`config.mk`:
```
export PLATFORM = sky130hd
export DESIGN_NAME = alu8_grouped
export DESIGN_NICKNAME = d
export VERILOG_FILES = /design/src/rtl/alu8_pkg.sv /design/src/rtl/alu8_addsub.sv /design/src/rtl/alu8_pair_sel.sv /design/src/rtl/alu8_grouped.sv
export SDC_FILE = /design/constraint.sdc
export NUM_CORES = 1
export LEC_CHECK = 0
export ABC_AREA = 1
export BUFFER_PORTS_ARGS = -buffer_cell sky130_fd_sc_hd__buf_2
export CAP_MARGIN = 25
export CORE_AREA = 2 2 39 41
export DETAILED_ROUTE_END_ITERATION = 6
export DIE_AREA = 0 0 41 43
export PLACE_DENSITY = 0.63
export SYNTH_ARGS = -nofsm -noshare
export SYNTH_HDL_FRONTEND = slang
export SYNTH_SLANG_ARGS = --single-unit
```
`constraint.sdc`:
```
create_clock -name vclk -period 2.2
set_input_delay 0.44 -clock vclk [all_inputs]
set_output_delay 0.44 -clock vclk [all_outputs]
set_load 0.02 [all_outputs]
```
`src/rtl/alu8_pkg.sv`:
```
package alu8_pkg;
  typedef enum logic [2:0] {
    OP_PASS_A = 3'b000,
    OP_PASS_B = 3'b001,
    OP_ZEROS  = 3'b010,
    OP_ONES   = 3'b011,
    OP_ADD    = 3'b100,
    OP_SUB    = 3'b101,
    OP_AND    = 3'b110,
    OP_OR     = 3'b111
  } alu_op_e;

  localparam int NUM_PAIRS = 4;
  localparam logic [1:0] PAIR_ARITH = 2'b10;
endpackage

```
`src/rtl/alu8_addsub.sv`:
```
module alu8_addsub #(
  parameter int WIDTH = 4
) (
  input  logic [WIDTH-1:0] add_a,
  input  logic [WIDTH-1:0] add_b,
  input  logic             do_sub,
  output logic [WIDTH-1:0] add_sum,
  output logic             add_cout
);
  localparam int EXT = WIDTH + 1;

  logic [EXT-1:0] total;
  logic [WIDTH-1:0] b_eff;

  always_comb begin
    b_eff = add_b ^ {WIDTH{do_sub}};
    total = {1'b0, add_a} + {1'b0, b_eff} + EXT'(do_sub);
    add_sum  = total[WIDTH-1:0];
    add_cout = total[WIDTH];
  end

  always_comb begin
    if (!do_sub) begin
      AST_ADD_SUM: assert ({add_cout, add_sum} == ({1'b0, add_a} + {1'b0, add_b}));
    end else begin
      AST_SUB_DIFF: assert (add_sum == WIDTH'(add_a - add_b));
      AST_SUB_CARRY: assert (add_cout == (add_a >= add_b));
    end
  end
endmodule

```
`src/rtl/alu8_pair_sel.sv`:
```
module alu8_pair_sel #(
  parameter int WIDTH = 4
) (
  input  logic [WIDTH-1:0] cand_lo,
  input  logic [WIDTH-1:0] cand_hi,
  input  logic             pick_hi,
  output logic [WIDTH-1:0] pair_out
);
  always_comb begin
    pair_out = pick_hi ? cand_hi : cand_lo;
  end
endmodule

```
`src/rtl/alu8_grouped.sv`:
```
module alu8_grouped
  import alu8_pkg::*;
#(
  parameter int WIDTH = 4
) (
  input  logic [WIDTH-1:0] opnd_a,
  input  logic [WIDTH-1:0] opnd_b,
  input  logic [2:0]       op_code,
  output logic [WIDTH-1:0] result,
  output logic             carry_out,
  output logic             zero_flag
);
  logic [WIDTH-1:0] cand_lo [NUM_PAIRS];
  logic [WIDTH-1:0] cand_hi [NUM_PAIRS];
  logic [WIDTH-1:0] pair_res [NUM_PAIRS];
  logic [WIDTH-1:0] arith_sum;
  logic [WIDTH-1:0] arith_diff;
  logic             arith_cout_add;
  logic             arith_cout_sub;
  logic [1:0]       pair_idx;

  // One shared adder; bit 0 of the code chooses add or subtract.
  logic [WIDTH-1:0] shared_sum;
  logic             shared_cout;

  alu8_addsub #(.WIDTH(WIDTH)) u_addsub (
    .add_a   (opnd_a),
    .add_b   (opnd_b),
    .do_sub  (op_code[0]),
    .add_sum (shared_sum),
    .add_cout(shared_cout)
  );

  always_comb begin
    arith_sum      = shared_sum;
    arith_diff     = shared_sum;
    arith_cout_add = shared_cout;
    arith_cout_sub = shared_cout;
    pair_idx       = op_code[2:1];

    cand_lo[0] = opnd_a;
    cand_hi[0] = opnd_b;
    cand_lo[1] = '0;
    cand_hi[1] = '1;
    cand_lo[2] = arith_sum;
    cand_hi[2] = arith_diff;
    cand_lo[3] = opnd_a & opnd_b;
    cand_hi[3] = opnd_a | opnd_b;
  end

  for (genvar g = 0; g < NUM_PAIRS; g++) begin : g_pair
    alu8_pair_sel #(.WIDTH(WIDTH)) u_pair (
      .cand_lo (cand_lo[g]),
      .cand_hi (cand_hi[g]),
      .pick_hi (op_code[0]),
      .pair_out(pair_res[g])
    );
  end

  always_comb begin
    result    = pair_res[pair_idx];
    carry_out = (pair_idx == PAIR_ARITH) &&
                (op_code[0] ? arith_cout_sub : arith_cout_add);
    zero_flag = ~|result;
  end

  always_comb begin
    if (op_code == OP_PASS_A) AST_PASS_A: assert (result == opnd_a);
    if (op_code == OP_PASS_B) AST_PASS_B: assert (result == opnd_b);
    if (op_code == OP_ZEROS) AST_CONST_ZERO: assert ($countones(result) == 0);
    if (op_code == OP_ONES) AST_CONST_ONES: assert ($countones(result) == WIDTH);
    if (op_code == OP_AND) AST_LOGIC_AND: assert ((result & ~(opnd_a & opnd_b)) == '0 && (result | ~(opnd_a & opnd_b)) == '1);
    if (op_code == OP_OR) AST_LOGIC_OR: assert (((result ^ opnd_a) & opnd_a) == '0 && (result & ~(opnd_a | opnd_b)) == '0);
    if (op_code[2:1] != PAIR_ARITH) AST_CARRY_QUIET: assert (carry_out == 1'b0);
    AST_ZERO_FLAG: assert (zero_flag == ($countones(result) == 0));
  end
endmodule

```
Yosys cells after proc, flatten, opt, wreduce, memory -nomap -nowiden --
Cells that the tools add are included.
Word-level totals: word-level logic and storage cells 17, register bits 0, output and inout port bits 6, bits of input ports 11
Operators by class: reduce and logical (&&, ||, !) cells 3, magnitude comparators 1, multiplexer cells 6, bitwise gates (word level) 4, equality and inequality tests 1, $add $sub $neg 2
Operator list (number):
- 4-bit 2-to-1 mux | 5
- 4-bit binary-select mux with 2-bit select | 1
- 4-bit by 4-bit adder with 5-bit output | 1
- 5-bit by 1-bit adder with 5-bit output | 1
- 4-bit AND | 1
- 4-bit bitwise OR | 1
- 4-bit OR reduction | 1
- 4-bit bitwise XOR | 1
- 3-bit >= comparator, second input constant | 1
- 2-bit NOT with 3-bit output | 1
- 2-bit == test, second input constant | 1
- 1-bit logical AND | 1
- 1-bit zero test | 1

Logic depth before layout (Yosys ltp) --
word-level depth 8, depth in mapped cells 15, gate-level depth less buffers 14

By module --
From an unflattened synthesis, not the netlist that was laid out.
Second synthesis, totals: cells, all modules 130, area, all modules 595.6 um2
By module, submodules not included:
- alu8_grouped | cells each 54, sequential area each 0.0 um2, times used 1, area an instance 230.2 um2
- alu8_pair_sel | cells each 13, sequential area each 0.0 um2, times used 4, area an instance 48.8 um2
- alu8_addsub | cells each 24, sequential area each 0.0 um2, times used 1, area an instance 170.2 um2

Least setup slack after synthesis --
No wires, ideal clock.
kind in2out, from input port op_code[0], to output port zero_flag, buffers on the path 1, data arrival time 1.827 ns, required time 1.760 ns, path slack -0.067 ns, stages 11, path through buf_6 inv_4 nand2_1 nand2_1 fa_1 nor2_1 nand3b_1 nand2_1 nor2_2 nand3_2 nor2_2
Between the ends: longest elaborated chain between the ends 8, elaborated cells between the ends (all ways) 11, those cells by class add/sub: 2; mux: 6; bitwise: 1; reduce/logical: 2
RTL lines:
- start, declared | line alu8_grouped.sv:8 | input logic [2:0] op_code,
- 4-bit bitwise XOR | line alu8_addsub.sv:16 | b_eff = add_b ^ {WIDTH{do_sub}};
- 4-bit by 4-bit adder with 5-bit output | line alu8_addsub.sv:17 | total = {1'b0, add_a} + {1'b0, b_eff} + EXT'(do_sub);
- 5-bit by 1-bit adder with 5-bit output | line alu8_addsub.sv:17
- 4-bit binary-select mux with 2-bit select (*) | line alu8_grouped.sv:61 | result = pair_res[pair_idx];
- 4-bit 2-to-1 mux (implied by the code) (*) (2 in a row) | line alu8_grouped.sv:61
- 4-bit OR reduction (*) | line alu8_grouped.sv:64 | zero_flag = ~|result;
- 1-bit zero test (*) | line alu8_grouped.sv:64
- end, declared | line alu8_grouped.sv:11 | output logic zero_flag
Mark *: on every way between the ends. The rest lies on a longest branch, timed or not. The select of a mux whose other input is x is not followed.

Worst setup path after layout --
Ends and elaborated chain as after synthesis.

==> flow_metrics.py <==
metrics = {
    "timing": {
        "grt_setup_unrepaired": "yes",
        "finalMaxSlewViolations": 0,
        "worst_pin_slew_ns": 0.234,
        "setup_tns_ns": -0.153,
        "final.period_utilization": 1.04,
        "maxSlewHeadroom": 0.844,
        "finalHoldViolCount": 0,
        "finalCriticalPeriod_ns": 2.29,
        "setup_slack_ns": -0.0872,
        "setup_viol": 3,
        "fmax_mhz": 437,
    },
    "placed_design": {
        "numPortBuffers": 17,
        "pre_cts_ws_ns": -0.302,
        "gp_congestion": 0.766,
        "postPlaceCellArea_um2": 649,
        "place_hpwl_um": 958,
        "place_inst": 128,
    },
    "worst_setup_path": {
        "cp.required_ns": 1.76,
        "start_kind": "input port",
        "crit_fanout": 5,
        "critPathCaptureType": "output pin",
        "worstSetupPathType": "input port to output pin",
        "arrival_ns": 1.85,
    },
    "cells_and_area": {
        "final_cell_area_um2": 833,
        "seq_area_um2": 0,
        "seq_cell_count": 0,
        "antenna_cells": 0,
        "syn_to_final_growth_pct": 86.0,
        "final_nets": 134,
        "post-route-util": 0.602,
        "drive_above_1_share": 0.581,
        "clkbuf_count": 0,
        "fin_cells": 133,
    },
    "routing": {
        "via_count": 610,
        "wl_per_cell_um": 10.3,
        "postRouteAntennaNets": 0,
        "wl_mm": 1.38,
        "drt_pre_antenna_iters": 4,
        "drc_errors": 0,
        "vias_per_cell": 4.59,
        "drt_iter0_drc": 7,
    },
    "synth": {
        "synth_nets": 99,
        "yosysWarnings": 0,
        "synth_cell_types": 21,
        "ys_seq_area_frac": 0,
        "synth_area_um2": 448,
        "synthCells": 84,
        "avgSynthCellArea_um2": 5.33,
    },
    "status": {
        "status": "finished, violations left",
        "violations": "setup timing",
    },
    "grt": {
        "grt-ovfl-total": 0,
        "grt_pass1_vias": 482,
        "grt_max_degree": 11,
        "track_usage": 0.133,
        "grt_pass1_wl_mm": 1.75,
        "antenna_found_initial": 0,
    },
    "floorplanning": {
        "start_util": 0.324,
        "dieArea_um2": 1760,
        "core-area_um2": 1380,
        "ios": 17,
        "die_h_um": 43,
        "rows": 14,
        "dieWidth_um": 41,
    },
    "clock_tree": {
        "cts_hold_buf": 0,
    },
    "run": {
        "drv_cap": 0,
    },
    "power": {
        "ir_worst_vdd_uv": 118,
        "powerDensity_nw_per_um2": 261,
        "leakage_nw": 0.463,
    },
    "min_path": {
        "min_to": "carry_out",
        "whs_path_depth": 6,
        "min-delay-start": "op_code[2]",
        "hold_class": "input port to output pin",
    },
}
[cell families after synthesis]
family,Yosys count,share of synthesized area
AOI/OAI and AO/OA,14,0.159
and+or+nand+nor,43,0.480
buffers and inverters,23,0.232
adders and majority gates,4,0.129
[how the worst max path moves through the flow]
stage / to / from / cells after the start / slack [ns]
2_1_floorplan: zero_flag / op_code[0] / 11 / 0.008
3_3_place_gp: zero_flag / op_code[0] / 12 / -0.28
3_5_place_dp: zero_flag / op_code[0] / 12 / -0.30
4_1_cts: zero_flag / opnd_b[0] / 12 / -0.13
5_1_grt: zero_flag / op_code[0] / 14 / -0.18
6_report: zero_flag / op_code[0] / 14 / -0.09
[critical path, cell delays in order]
cell and delay [ns]:
buf_12 0.12, clkinv_8 0.05, nand2_4 0.04, and2_4 0.13, ha_4 0.22, buf_6 0.12, a21oi_4 0.14, nand2_1 0.08
nand2_1 0.07, nand3_1 0.06, nand2_1 0.08, nand2_2 0.08, nor2_4 0.11, buf_6 0.11
[per-stage QoR]
step	hold slack, ns	total power [mW]
floorplan	1.09	0.104
global placement	1.36	0.158
detailed placement	1.36	0.162
CTS	1.36	0.182
global route	1.42	0.237
finish	1.39	0.217
[Yosys cell counts, types with 2 or more instances]
cell type   n  area, µm²
nand2_1    19       71.3
inv_1      17       63.8
nand2_2     6       37.5
o21ai_0     6       30.0
a21oi_1     5       25.0
nor2_2      4       25.0
ha_1        3       37.5
inv_2       3       11.3
nand3_1     3       15.0
nor2_1      3       11.3
and2_1      2       12.5
buf_6       2       22.5
nand4_1     2       12.5
o21ai_1     2       10.0
[where the power goes]
group	total, mW	leakage (nW)	internal (mW)	switching [mW]
logic	0.217	0.463	0.109	0.109
registers	0	0	0	0
clock network	0	0	0	0
[area by class of cell]
class              count  area, µm²
fillers              131        551
inverters             21       91.3
multi-input cells     61        422
well taps             16       20.0
repair buffers        35        300
[placed cells by master (no fill, tap or decap)]
| cell | instances |
|---|---|
| ha_1 | 1 |
| a21oi_4 | 1 |
| nand4_1 | 2 |
| fa_2 | 1 |
| nor2_2 | 4 |
| buf_2 | 9 |
| nand2_2 | 7 |
| nand2_1 | 15 |
| nor2_1 | 2 |
| o21ai_0 | 5 |
| clkbuf_16 | 1 |
| o21ai_1 | 2 |
| inv_1 | 10 |
| nand3_1 | 3 |
| nor2_4 | 1 |
| nand2_4 | 3 |
| and2_4 | 1 |
| or2_1 | 1 |
| and2_1 | 1 |
| a21oi_1 | 4 |
| or2_0 | 1 |
| buf_12 | 1 |
| inv_2 | 10 |
| nand3_2 | 1 |
| o21ai_2 | 1 |
| a31oi_1 | 1 |
| nand3b_1 | 1 |
| buf_6 | 8 |
| clkinv_8 | 1 |
| buf_4 | 16 |
| ha_4 | 2 |
[layer usage]
layer,global-route usage,vias up,share of wire
met3,0,0,0.020
met5,0,-,0
met2,0.250,9,0.58
met4,0,0,0
li1,-,327,-
met1,0.169,274,0.40
[what timing repair did]
| item | 4_1_cts | 5_1_grt |
|---|---|---|
| buffers inserted | 1 | 4 |
| gates resized for setup | 21 | 19 |
| setup endpoints to repair | 5 | 5 |
| cloned | 0 | 1 |
| pin swaps | 9 | 17 |
(Power assumes the default switching activity.)
